## src/rtl/apb_ecap_pkg.sv

```systemverilog
package apb_ecap_pkg;
  // Per-completion verdict handed from the sampler to the consumers.
  typedef struct packed {
    logic done;   // a transfer completed this cycle
    logic err;    // it completed with the error flag set
    logic rd;     // it was a read
    logic crit;   // it was marked fault-critical
  } verdict_t;
endpackage

```

## src/rtl/apb_ecap_sample.sv

```systemverilog
module apb_ecap_sample
  import apb_ecap_pkg::*;
(
  input  logic     psel,
  input  logic     penable,
  input  logic     pready,
  input  logic     pslverr,
  input  logic     pwrite,
  input  logic     fault_crit,
  output verdict_t vd
);
  logic cpl;
  assign cpl     = psel & penable & pready;
  // Every field is gated by the completion so nothing leaks from wait cycles.
  assign vd.done = cpl;
  assign vd.err  = cpl & pslverr;
  assign vd.rd   = cpl & ~pwrite;
  assign vd.crit = cpl & fault_crit;
endmodule

```

## src/rtl/apb_ecap_record.sv

```systemverilog
module apb_ecap_record #(
  parameter int ADDR_W = 12
) (
  input  logic              clk,
  input  logic              rst_n,
  input  logic              err_in,
  input  logic              clr,
  input  logic [ADDR_W-1:0] addr_in,
  input  logic              wr_in,
  output logic              sticky,
  output logic              ovf,
  output logic [ADDR_W-1:0] cap_addr,
  output logic              cap_wr
);
  logic first;
  // A clear in the same cycle opens the record again, so that error counts as first.
  assign first = err_in & (~sticky | clr);

  always_ff @(posedge clk or negedge rst_n) begin
    if (!rst_n) begin
      sticky   <= 1'b0;
      ovf      <= 1'b0;
      cap_addr <= '0;
      cap_wr   <= 1'b0;
    end else begin
      if (err_in)   sticky <= 1'b1;
      else if (clr) sticky <= 1'b0;

      if (first)       ovf <= 1'b0;
      else if (err_in) ovf <= 1'b1;
      else if (clr)    ovf <= 1'b0;

      if (first) begin
        cap_addr <= addr_in;
        cap_wr   <= wr_in;
      end
    end
  end

  a_r5_sticky_holds: assert property (@(posedge clk) disable iff (!rst_n)
    (sticky && !clr) |=> sticky);
  a_r6_capture_frozen: assert property (@(posedge clk) disable iff (!rst_n)
    (sticky && !clr) |=> ($stable(cap_addr) && $stable(cap_wr)));
  a_r7_rise_needs_error: assert property (@(posedge clk) disable iff (!rst_n)
    $rose(sticky) |-> $past(err_in));
  a_r6_ovf_needs_sticky: assert property (@(posedge clk) disable iff (!rst_n)
    ovf |-> sticky);
endmodule

```

## src/rtl/apb_ecap_counter.sv

```systemverilog
module apb_ecap_counter #(
  parameter int CNT_W = 8
) (
  input  logic             clk,
  input  logic             rst_n,
  input  logic             inc,
  output logic [CNT_W-1:0] cnt
);
  logic full;
  assign full = &cnt;

  always_ff @(posedge clk or negedge rst_n) begin
    if (!rst_n)            cnt <= '0;
    else if (inc && !full) cnt <= cnt + 1'b1;
  end

  a_r8_saturates: assert property (@(posedge clk) disable iff (!rst_n)
    (&cnt) |=> (&cnt));
  a_r8_step_one: assert property (@(posedge clk) disable iff (!rst_n)
    (cnt != $past(cnt)) |-> (cnt == $past(cnt) + 1'b1));
endmodule

```

## src/rtl/apb_ecap_respond.sv

```systemverilog
module apb_ecap_respond
  import apb_ecap_pkg::*;
#(
  parameter int DATA_W = 32
) (
  input  logic              clk,
  input  logic              rst_n,
  input  verdict_t          vd,
  input  logic [DATA_W-1:0] rdata_in,
  output logic              fault,
  output logic              rvalid,
  output logic              rsuspect,
  output logic [DATA_W-1:0] rdata
);
  always_ff @(posedge clk or negedge rst_n) begin
    if (!rst_n) begin
      fault    <= 1'b0;
      rvalid   <= 1'b0;
      rsuspect <= 1'b0;
      rdata    <= '0;
    end else begin
      fault    <= vd.err & vd.crit;
      rvalid   <= vd.rd;
      rsuspect <= vd.rd & vd.err;
      if (vd.rd) rdata <= rdata_in;
    end
  end

  a_r3_suspect_only_on_beat: assert property (@(posedge clk) disable iff (!rst_n)
    rsuspect |-> rvalid);
  a_r4_fault_has_cause: assert property (@(posedge clk) disable iff (!rst_n)
    fault |-> $past(vd.err && vd.crit));
endmodule

```

## src/rtl/apb_err_capture.sv

```systemverilog
module apb_err_capture
  import apb_ecap_pkg::*;
#(
  parameter int ADDR_W = 12,
  parameter int DATA_W = 32,
  parameter int CNT_W  = 8
) (
  input  logic              clk,
  input  logic              rst_n,
  input  logic              psel,
  input  logic              penable,
  input  logic              pready,
  input  logic              pslverr,
  input  logic              pwrite,
  input  logic [ADDR_W-1:0] paddr,
  input  logic [DATA_W-1:0] prdata,
  input  logic              fault_crit,
  input  logic              sw_clear,
  output logic              bus_fault,
  output logic              rd_valid,
  output logic              rd_suspect,
  output logic [DATA_W-1:0] rd_data,
  output logic              err_sticky,
  output logic              err_overflow,
  output logic [ADDR_W-1:0] cap_addr,
  output logic              cap_write,
  output logic [CNT_W-1:0]  err_count
);
  verdict_t vd;

  apb_ecap_sample u_sample (
    .psel(psel), .penable(penable), .pready(pready), .pslverr(pslverr),
    .pwrite(pwrite), .fault_crit(fault_crit), .vd(vd)
  );

  apb_ecap_record #(.ADDR_W(ADDR_W)) u_record (
    .clk(clk), .rst_n(rst_n), .err_in(vd.err), .clr(sw_clear),
    .addr_in(paddr), .wr_in(pwrite), .sticky(err_sticky), .ovf(err_overflow),
    .cap_addr(cap_addr), .cap_wr(cap_write)
  );

  apb_ecap_counter #(.CNT_W(CNT_W)) u_count (
    .clk(clk), .rst_n(rst_n), .inc(vd.err), .cnt(err_count)
  );

  apb_ecap_respond #(.DATA_W(DATA_W)) u_resp (
    .clk(clk), .rst_n(rst_n), .vd(vd), .rdata_in(prdata),
    .fault(bus_fault), .rvalid(rd_valid), .rsuspect(rd_suspect), .rdata(rd_data)
  );

  a_r1_beat_needs_completion: assert property (@(posedge clk) disable iff (!rst_n)
    rd_valid |-> $past(psel && penable && pready && !pwrite));
  a_r4_fault_needs_error: assert property (@(posedge clk) disable iff (!rst_n)
    bus_fault |-> $past(psel && penable && pready && pslverr && fault_crit));
  a_r7_count_needs_error: assert property (@(posedge clk) disable iff (!rst_n)
    (err_count != $past(err_count)) |-> $past(psel && penable && pready && pslverr));
endmodule

```

## config.mk

```make
export PLATFORM = sky130hd
export DESIGN_NAME = apb_err_capture
export DESIGN_NICKNAME = d
export VERILOG_FILES = /design/src/rtl/apb_ecap_pkg.sv /design/src/rtl/apb_ecap_sample.sv /design/src/rtl/apb_ecap_record.sv /design/src/rtl/apb_ecap_counter.sv /design/src/rtl/apb_ecap_respond.sv /design/src/rtl/apb_err_capture.sv
export SDC_FILE = /design/constraint.sdc
export NUM_CORES = 1
export LEC_CHECK = 0
export BUFFER_PORTS_ARGS = -buffer_cell sky130_fd_sc_hd__buf_2
export CAP_MARGIN = 20
export CORE_MARGIN = 2
export CORE_UTILIZATION = 49
export DETAILED_ROUTE_END_ITERATION = 10
export PLACE_DENSITY_LB_ADDON = 0.1
export REMOVE_ABC_BUFFERS = 1
export SYNTH_ARGS = -nofsm -noshare
export SYNTH_HDL_FRONTEND = slang
export SYNTH_SLANG_ARGS = --single-unit
export TNS_END_PERCENT = 50
```

## constraint.sdc

```tcl
create_clock -name clk -period 3.1 [get_ports clk]
set_input_delay 0.31 -clock clk [delete_from_list [all_inputs] [get_ports clk]]
set_output_delay 0.31 -clock clk [all_outputs]
set_load 0.01 [all_outputs]
```

[Yosys cells after proc, flatten, opt, wreduce, memory -nomap -nowiden]
Index checks and enable logic that the tools add are counted.
Word-level totals
  memories kept: 0
  memory bits (writable): 0
  word-level logic and storage cells: 29
  register bits: 58
  memory bits (read-only): 0
  bits in latches: 0
Operators by class
  add/subtract/negate cells: 1
  equality and inequality tests: 0
  multipliers: 0
  shift operators: 0
  order comparisons: 0
  bitwise logic cells: 11
  multiplexer cells: 3
  reductions and logical operators: 5
  div/mod/pow operators: 0
Operators by type and width (number)
  $add A8 B1 Y8 const B: 1
  $and A1 B1 Y1: 8
  $reduce_and A8 Y1: 1
  $mux W1: 3
  $reduce_bool A3 Y1: 1
  $not A1 Y1: 2
  $reduce_bool A2 Y1: 1
  $logic_and A1 B1 Y1: 1
  $logic_not A1 Y1: 1
  $or A1 B1 Y1: 1

[Logic depth before layout (Yosys ltp)]
Gate-level depths: netlist (run 1).
  depth in word-level cells: 5
  gate-level depth with buffers: 4

[Hierarchy]
A second synthesis (run 1) with hierarchy kept.
Second synthesis, totals
  cells, all modules: 147
  area, all modules: 2487.4 sq um
By module, submodules not included
  apb_ecap_respond: area each 1428.9 sq um, times used 1, cells each 73
  apb_ecap_record: area each 625.6 sq um, times used 1, cells each 34
  apb_ecap_counter: area each 390.4 sq um, times used 1, cells each 35
  apb_ecap_sample: area each 42.5 sq um, times used 1, cells each 5

[Worst setup path after synthesis (run 1)]
No wires, ideal clock.
  path type: flip-flop to flip-flop
  start: register u_count.cnt[0]
  end: register u_count.cnt[1]
  stages on the path, launching flop included: 5
  path slack: 1614 ps
  arrival time: 1361 ps
  path buffers: 0
  library setup time: 125 ps
  cells stage by stage: dfrtp_1 ha_1 nand4_1 o21ai_2 mux2_2
On the way
  longest elaborated chain between the ends: 3
  elaborated cells on any way between the ends: 4
  those cells by class: add/sub: 1; reduce/logical: 3
Ends and longest elaborated chain
  start, declared: line apb_ecap_counter.sv:7  | output logic [CNT_W-1:0] cnt
  start signal, assigned: line apb_ecap_counter.sv:14  | else if (inc && !full) cnt <= cnt + 1'b1;
  parallel branches: the longest is 3 deep, another holds $add A8 B1 Y8
Parallel ways; which one is timed is not known.
A chain may end at the register's enable or synchronous reset.

[Worst setup path after layout (run 1)]
  start: register u_count.cnt[0]
  end: register u_count.cnt[6]
Same word-level chain as after synthesis.

==> impl_results.md, run 1 <==
* Outcome: completed
* Max_slew headroom at 72.3%
* Post-synth ARST share at 100%
* Worst IR Drop VDD at 0.405 mV
* Fin crit share at 50.7%
* Most frequent cells in the layout: buf_2 (110), dfrtp_1 (58), mux2_2 (49)
* RSZ-0062 raised after global routing: false
* Synth Flop Type: dfrtp_1
* Clock root cell: clkbuf_8
* Pre-CTS setup slack at 0.974 ns
* Wire per inst at 14.8 um
* Max Fclk at 637 MHz
* Crit path DAT at 1.78 ns
* Die area at 5270 um^2
* # H-tree levels at 3
* Crit path kind: flop to flop
* Placeable Area at 4440 um^2
* Num CTS Buffers at 9
* Vias in the first global route at 1622
* Tot GR Track Use at 19.7%
* # Post-CTS Setup Buffers at 0
* CP max-delay cell: dfrtp_1
* Pin count of the biggest net entering global routing at 48
* Worst-Margin Slew at 0.414 ns
* Crit path max-delay family: simple AND/OR/NAND/NOR gates
* Fin Hold WS at 0.154 ns
* Layout cells sized above 1 at 66.2%
* Metal-1 WL at 1980 um
* Maximum fanout along the worst path at 5
* Total Power at 2.10 mW
* Met3 routed WL at 331 um
* Worst-Skew Late Latency at 0.32 ns
* Initial antenna violation count at 0
* Floorplan die height at 72.6 um
* Sequential element share of the synthesized area at 62.9%
* Post-layout min period at 1.57 ns
* Post-synth cell types at 28
* Max Cap Viol at 0
* Endpoints failing hold at 0
* Clock tree buffer depth at 2
* Initial DRT Pass Iterations at 4
* Reg clk slew, reported paths at 0.06 ns
* Final wirelength at 4850 um
* Setup TNS at 0 ns
* Rows at 24
* PwrDens at 673 nW/um^2
* Initial core utilization at 51.9%
* Final worst setup slack at 1.53 ns
* Register bit count reported by yosys at 58
* Cts hold-fix bufs at 0
* Clk_skew at 0.00273 ns
* Critical path data required time at 3.30 ns
* Yosys warnings at 0
* Leading cell type in the layout, fill and taps excluded: buf_2
* # clock sinks at 58
* Routed length on met2 at 2480 um
* Top Layer Used: met4
* Critical Path Sink Type: flop
* First-pass GRT wire length at 7690 um
* Placed cell area at 2900 um^2
* Vias per inst at 4.99
* Buffers added on ports at 110
* Placer Congestion at 0.696
* Mean post-synth cell area at 15.4 um^2
* Boundary pin count at 111
* Mapped Area at 2310 um^2
* CTS tree: yes
* Post-cts sizing count at 0
* Total Nets Final at 325
* Antenna cells at 0
* Leak at 1.60 nW
* Cell-by-cell listing of the critical path: ha_1, nand4_1, nor3_1, mux2_2
* Critical path launch point type: flop
* GR Overflow Total at 0
* Remaining DRCs at 0
* Antenna Nets Post-Route at 0
* EDFF count, synth at 0
* Hold crit path type: primary input to flop
* Via Count at 1632
* Area growth syn-to-layout at 35.3%
* Final Setup Violations at 0
* DIE WIDTH at 72.6 um
* Hpwl dp at 3390 um
* Final Max Tran Viols at 0
* Finished Cell Area at 3120 um^2
* Cell count after synthesis at 150
* CP Buf/Inv Count at 0
* Initial DRC count at 80
* Slowest cell delay on critical path at 0.41 ns
cell usage after synthesis, drive strengths merged, types with 2 or more instances:
| cell | count | area (um^2) |
|---|---|---|
| a21oi | 3 | 26.3 |
| buf | 5 | 37.5 |
| dfrtp | 58 | 1450 |
| inv | 4 | 15.0 |
| mux2 | 50 | 563 |
| nand2 | 6 | 22.5 |
| nand3 | 2 | 10.0 |
| nand4 | 3 | 33.8 |
| nor2 | 3 | 11.3 |
| nor3 | 2 | 10.0 |
| o21ai | 2 | 13.8 |
metal layers:
metal,vias up,track usage [%]
met3,7,7.73
met4,0,7.20
met5,-,0
met2,61,33.0
met1,790,22.9
li1,774,-
worst reg2reg max path: stages, from the launching register on:
cell,delay (ns)
dfrtp_1,0.41
ha_1,0.27
nand4_1,0.20
nor3_1,0.22
mux2_2,0.36
kinds of logic after synthesis:
family          Yosys count  synth area share [%]
xor+xnor                  1                 0.380
compound gates            9                  3.26
fa+ha+maj                 1                 0.543
buf+inv                   9                  2.28
simple gates             22                  6.19
mux                      50                  24.4
flops                    58                  62.9
path summary, 6_finish.rpt:
kind,startpoint,to,slack [ns],cells past startpoint
max,u_count.cnt[0],u_count.cnt[6],1.53,4
min in group asynchronous,rst_n,u_count.cnt[4],0.36,2
max reg2reg,u_count.cnt[0],u_count.cnt[6],1.53,4
min,sw_clear,u_record.ovf,0.15,2
min reg2reg,u_resp.rdata[21],u_resp.rdata[21],0.50,1
max in group asynchronous,rst_n,u_record.cap_addr[3],2.12,4
final cells by class:
type / instances / area [um^2]
tap: 52 / 65.1
inverter: 4 / 15.0
multi-input combinational: 83 / 802
clock buffer: 12 / 155
fill: 351 / 1330
sequential: 58 / 1450
clock inverter: 3 / 15.0
timing repair buffer: 115 / 616
power breakdown:
group | switching, mW | internal (mW) | total, mW
clock | 0.276 | 0.325 | 0.601
combinational | 0.234 | 0.258 | 0.492
sequential | 0.0934 | 0.914 | 1.01
sequential cells by signal (all words and copies together), names as in the netlist:
name / cells
u_resp.rdata: 32
u_record.cap_addr: 12
u_count.cnt: 8
u_record.cap_wr: 1
u_record.ovf: 1
u_record.sticky: 1
u_resp.fault: 1
u_resp.rsuspect: 1
u_resp.rvalid: 1
metrics by stage:
stage          utilization, %  cells
2_1_floorplan               -    145
3_3_place_gp             65.2    309
3_5_place_dp             65.2    309
4_1_cts                  69.1    324
5_1_grt                  70.2    327
6_report                 70.2    327
No activity file was read; power rests on OpenSTA's default activity.
==> run 2, diff against run 1 <==
Settings changed: CORE_UTILIZATION 49 to 41.
Clock period 3.1 ns to 1.4 ns, I/O delays scaled along.
==> impl_results.md, run 2 (synthesized netlist as in run 1, its figures left out) <==
* Outcome: completed (unchanged)
* Clock root cell: clkbuf_8 (unchanged)
* Initial antenna violation count at 0 (unchanged)
* # Post-CTS Setup Buffers at 0 (unchanged)
* Slowest cell delay on critical path at 0.37 ns (was 0.41 ns)
* Floorplan die height at 79.0 um (was 72.6 um)
* Remaining DRCs at 0 (unchanged)
* Reg clk slew, reported paths at 0.06 ns (about the same)
* Largest register FFs at 32 (unchanged)
* Tot GR Track Use at 15.8% (was 19.7%)
* Final Setup Violations at 0 (unchanged)
* Antenna Nets Post-Route at 0 (unchanged)
* CP Buf/Inv Count at 0 (unchanged)
* Max Cap Viol at 0 (unchanged)
* Clk_skew at 0.00675 ns (was 0.00273 ns)
* Critical path data required time at 1.61 ns (was 3.30 ns)
* Num CTS Buffers at 9 (unchanged)
* Hpwl dp at 3360 um (was 3390 um)
* # H-tree levels at 3 (unchanged)
* Endpoints failing hold at 0 (unchanged)
* CP max-delay cell: dfrtp_1 (unchanged)
* Placer Congestion at 0.860 (was 0.696)
* Regs by FF count: u_resp.rdata: 32 flops, u_record.cap_addr: 12 flops, u_count.cnt: 8 flops (unchanged)
* Leak at 1.65 nW (was 1.60 nW)
* Finished Cell Area at 3250 um^2 (was 3120 um^2)
* Non-Filler Instances at 355 (was 327)
* Placed cell area at 3020 um^2 (was 2900 um^2)
* First-pass GRT wire length at 7530 um (was 7690 um)
* Final Max Tran Viols at 0 (unchanged)
* Vias in the first global route at 1689 (was 1622)
* Pin count of the biggest net entering global routing at 59 (was 48)
* Rows at 27 (was 24)
* Crit path DAT at 1.60 ns (was 1.78 ns)
* # clock sinks at 58 (unchanged)
* Initial core utilization at 42.1% (was 51.9%)
* CTS tree: yes (unchanged)
* Via Count at 1666 (was 1632)
* Maximum fanout along the worst path at 3 (was 5)
* Crit Reg-Reg Startpoint: u_count.cnt[1] (was u_count.cnt[0])
* Placeable Area at 5470 um^2 (was 4440 um^2)
* Crit path kind: flop to flop (unchanged)
* DIE WIDTH at 79.0 um (was 72.6 um)
* Fin crit share at 99.4% (was 50.7%)
* Layout cells sized above 1 at 66.8% (was 66.2%)
* Post-layout min period at 1.39 ns (was 1.57 ns)
* Cell-by-cell listing of the critical path: ha_2, nand4_1, o21ai_2, mux2_4 (was ha_1, nand4_1, nor3_1, mux2_2)
* Crit path max-delay family: flip-flops (was simple AND/OR/NAND/NOR gates)
* Clock tree buffer depth at 2 (unchanged)
* Die area at 6240 um^2 (was 5270 um^2)
* Placed Cells at 337 (was 309)
* Critical Path Source: u_count.cnt[1] (was u_count.cnt[0])
* Worst-Margin Slew at 0.309 ns (was 0.414 ns)
* Critical Path Sink Type: flop (unchanged)
* Vias per inst at 4.69 (was 4.99)
* RSZ-0062 raised after global routing: true (was false)
* Total Nets Final at 333 (was 325)
* Worst-Skew Late Latency at 0.32 ns (about the same)
* Area growth syn-to-layout at 41.0% (was 35.3%)
* Boundary pin count at 111 (unchanged)
* Biggest register: u_resp.rdata (unchanged)
* Max_slew headroom at 79.4% (was 72.3%)
* Initial DRT Pass Iterations at 4 (unchanged)
* Setup TNS at 0 ns (unchanged)
* Util after Layout at 59.4% (was 70.2%)
* Hold crit path type: primary input to flop (unchanged)
* Initial DRC count at 53 (was 80)
* Critical path launch point type: flop (unchanged)
* PwrDens at 1500 nW/um^2 (was 673 nW/um^2)
* Final wirelength at 4700 um (was 4850 um)
* Worst IR Drop VDD at 0.939 mV (was 0.405 mV)
* Wire per inst at 13.2 um (was 14.8 um)
* Max Fclk at 719 MHz (was 637 MHz)
* Leading cell type in the layout, fill and taps excluded: buf_2 (unchanged)
* Hold path startpoint: fault_crit (was sw_clear)
* Most frequent cells in the layout: buf_2 (110), dfrtp_1 (58), mux2_2 (47) (was buf_2 (110), dfrtp_1 (58), mux2_2 (49))
* Antenna cells at 0 (unchanged)
* Buffers added on ports at 110 (unchanged)
* GR Overflow Total at 0 (unchanged)
run 2: changes by cell type in the layout (fill, tap and decap cells not counted), sizes merged:
| cell | before | now |
|---|---|---|
| buf | 114 | 120 |
| dlygate4sd3 | 1 | 3 |
| bufinv | 0 | 1 |
| clkinv | 3 | 2 |
run 2: timing repair:
item | 4_1_cts | 5_1_grt
setup endpoints to repair | 0 | 2
hold endpoints to repair | 60 | 0
hold buffers | 3 | 0
resized for setup | 0 | 4
run 2: cell type report:
class | instances | area (um^2)
fillers | 471 | 2220
flip-flops and latches | 58 | 1450
multi-input cells | 83 | 817
repair buffers | 123 | 693
clock buffers | 12 | 145
well taps | 72 | 90.1
clock inverters | 3 | 40.0
inverters | 4 | 15.0
run 2: routing by layer:
metal  share of wire (%)  routed length, um  up-vias  track usage, %
li1                    -                  -      793               -
met1                  42               1970      811            18.0
met2                  51               2400       55            27.4
met3                 5.8                273        7            4.55
met4                 1.3                 59        0            7.24
met5                   0                  0        -               0
run 2: where the power goes:
group          total (mW)  switching [mW]  internal (mW)
Combinational        1.21           0.555          0.658
Sequential           2.20           0.180           2.02
Clock                1.45           0.591          0.856
Total                4.86            1.33           3.54
run 2: path summary, 6_finish.rpt:
check | slack, ns | end | cells past startpoint
max | 0.009 | u_count.cnt[1] | 4
max in group asynchronous | 0.78 | u_resp.rdata[2] | 3
min in group asynchronous | 0.35 | u_count.cnt[4] | 3
max reg2reg | 0.009 | u_count.cnt[1] | 4
min | 0.03 | u_resp.fault | 2
min reg2reg | 0.50 | u_resp.rdata[29] | 1
run 2: through the flow:
step | worst slack [ns] | power, mW | hold WS (ns)
2_1_floorplan | -0.0857 | 2.79 | -0.156
3_3_place_gp | 0.0574 | 3.40 | 0.171
3_5_place_dp | 0.0174 | 3.44 | 0.169
4_1_cts | 0.00608 | 4.92 | 0.0160
5_1_grt | -0.0552 | 5.16 | 0.0297
6_report | 0.00900 | 4.86 | 0.0343
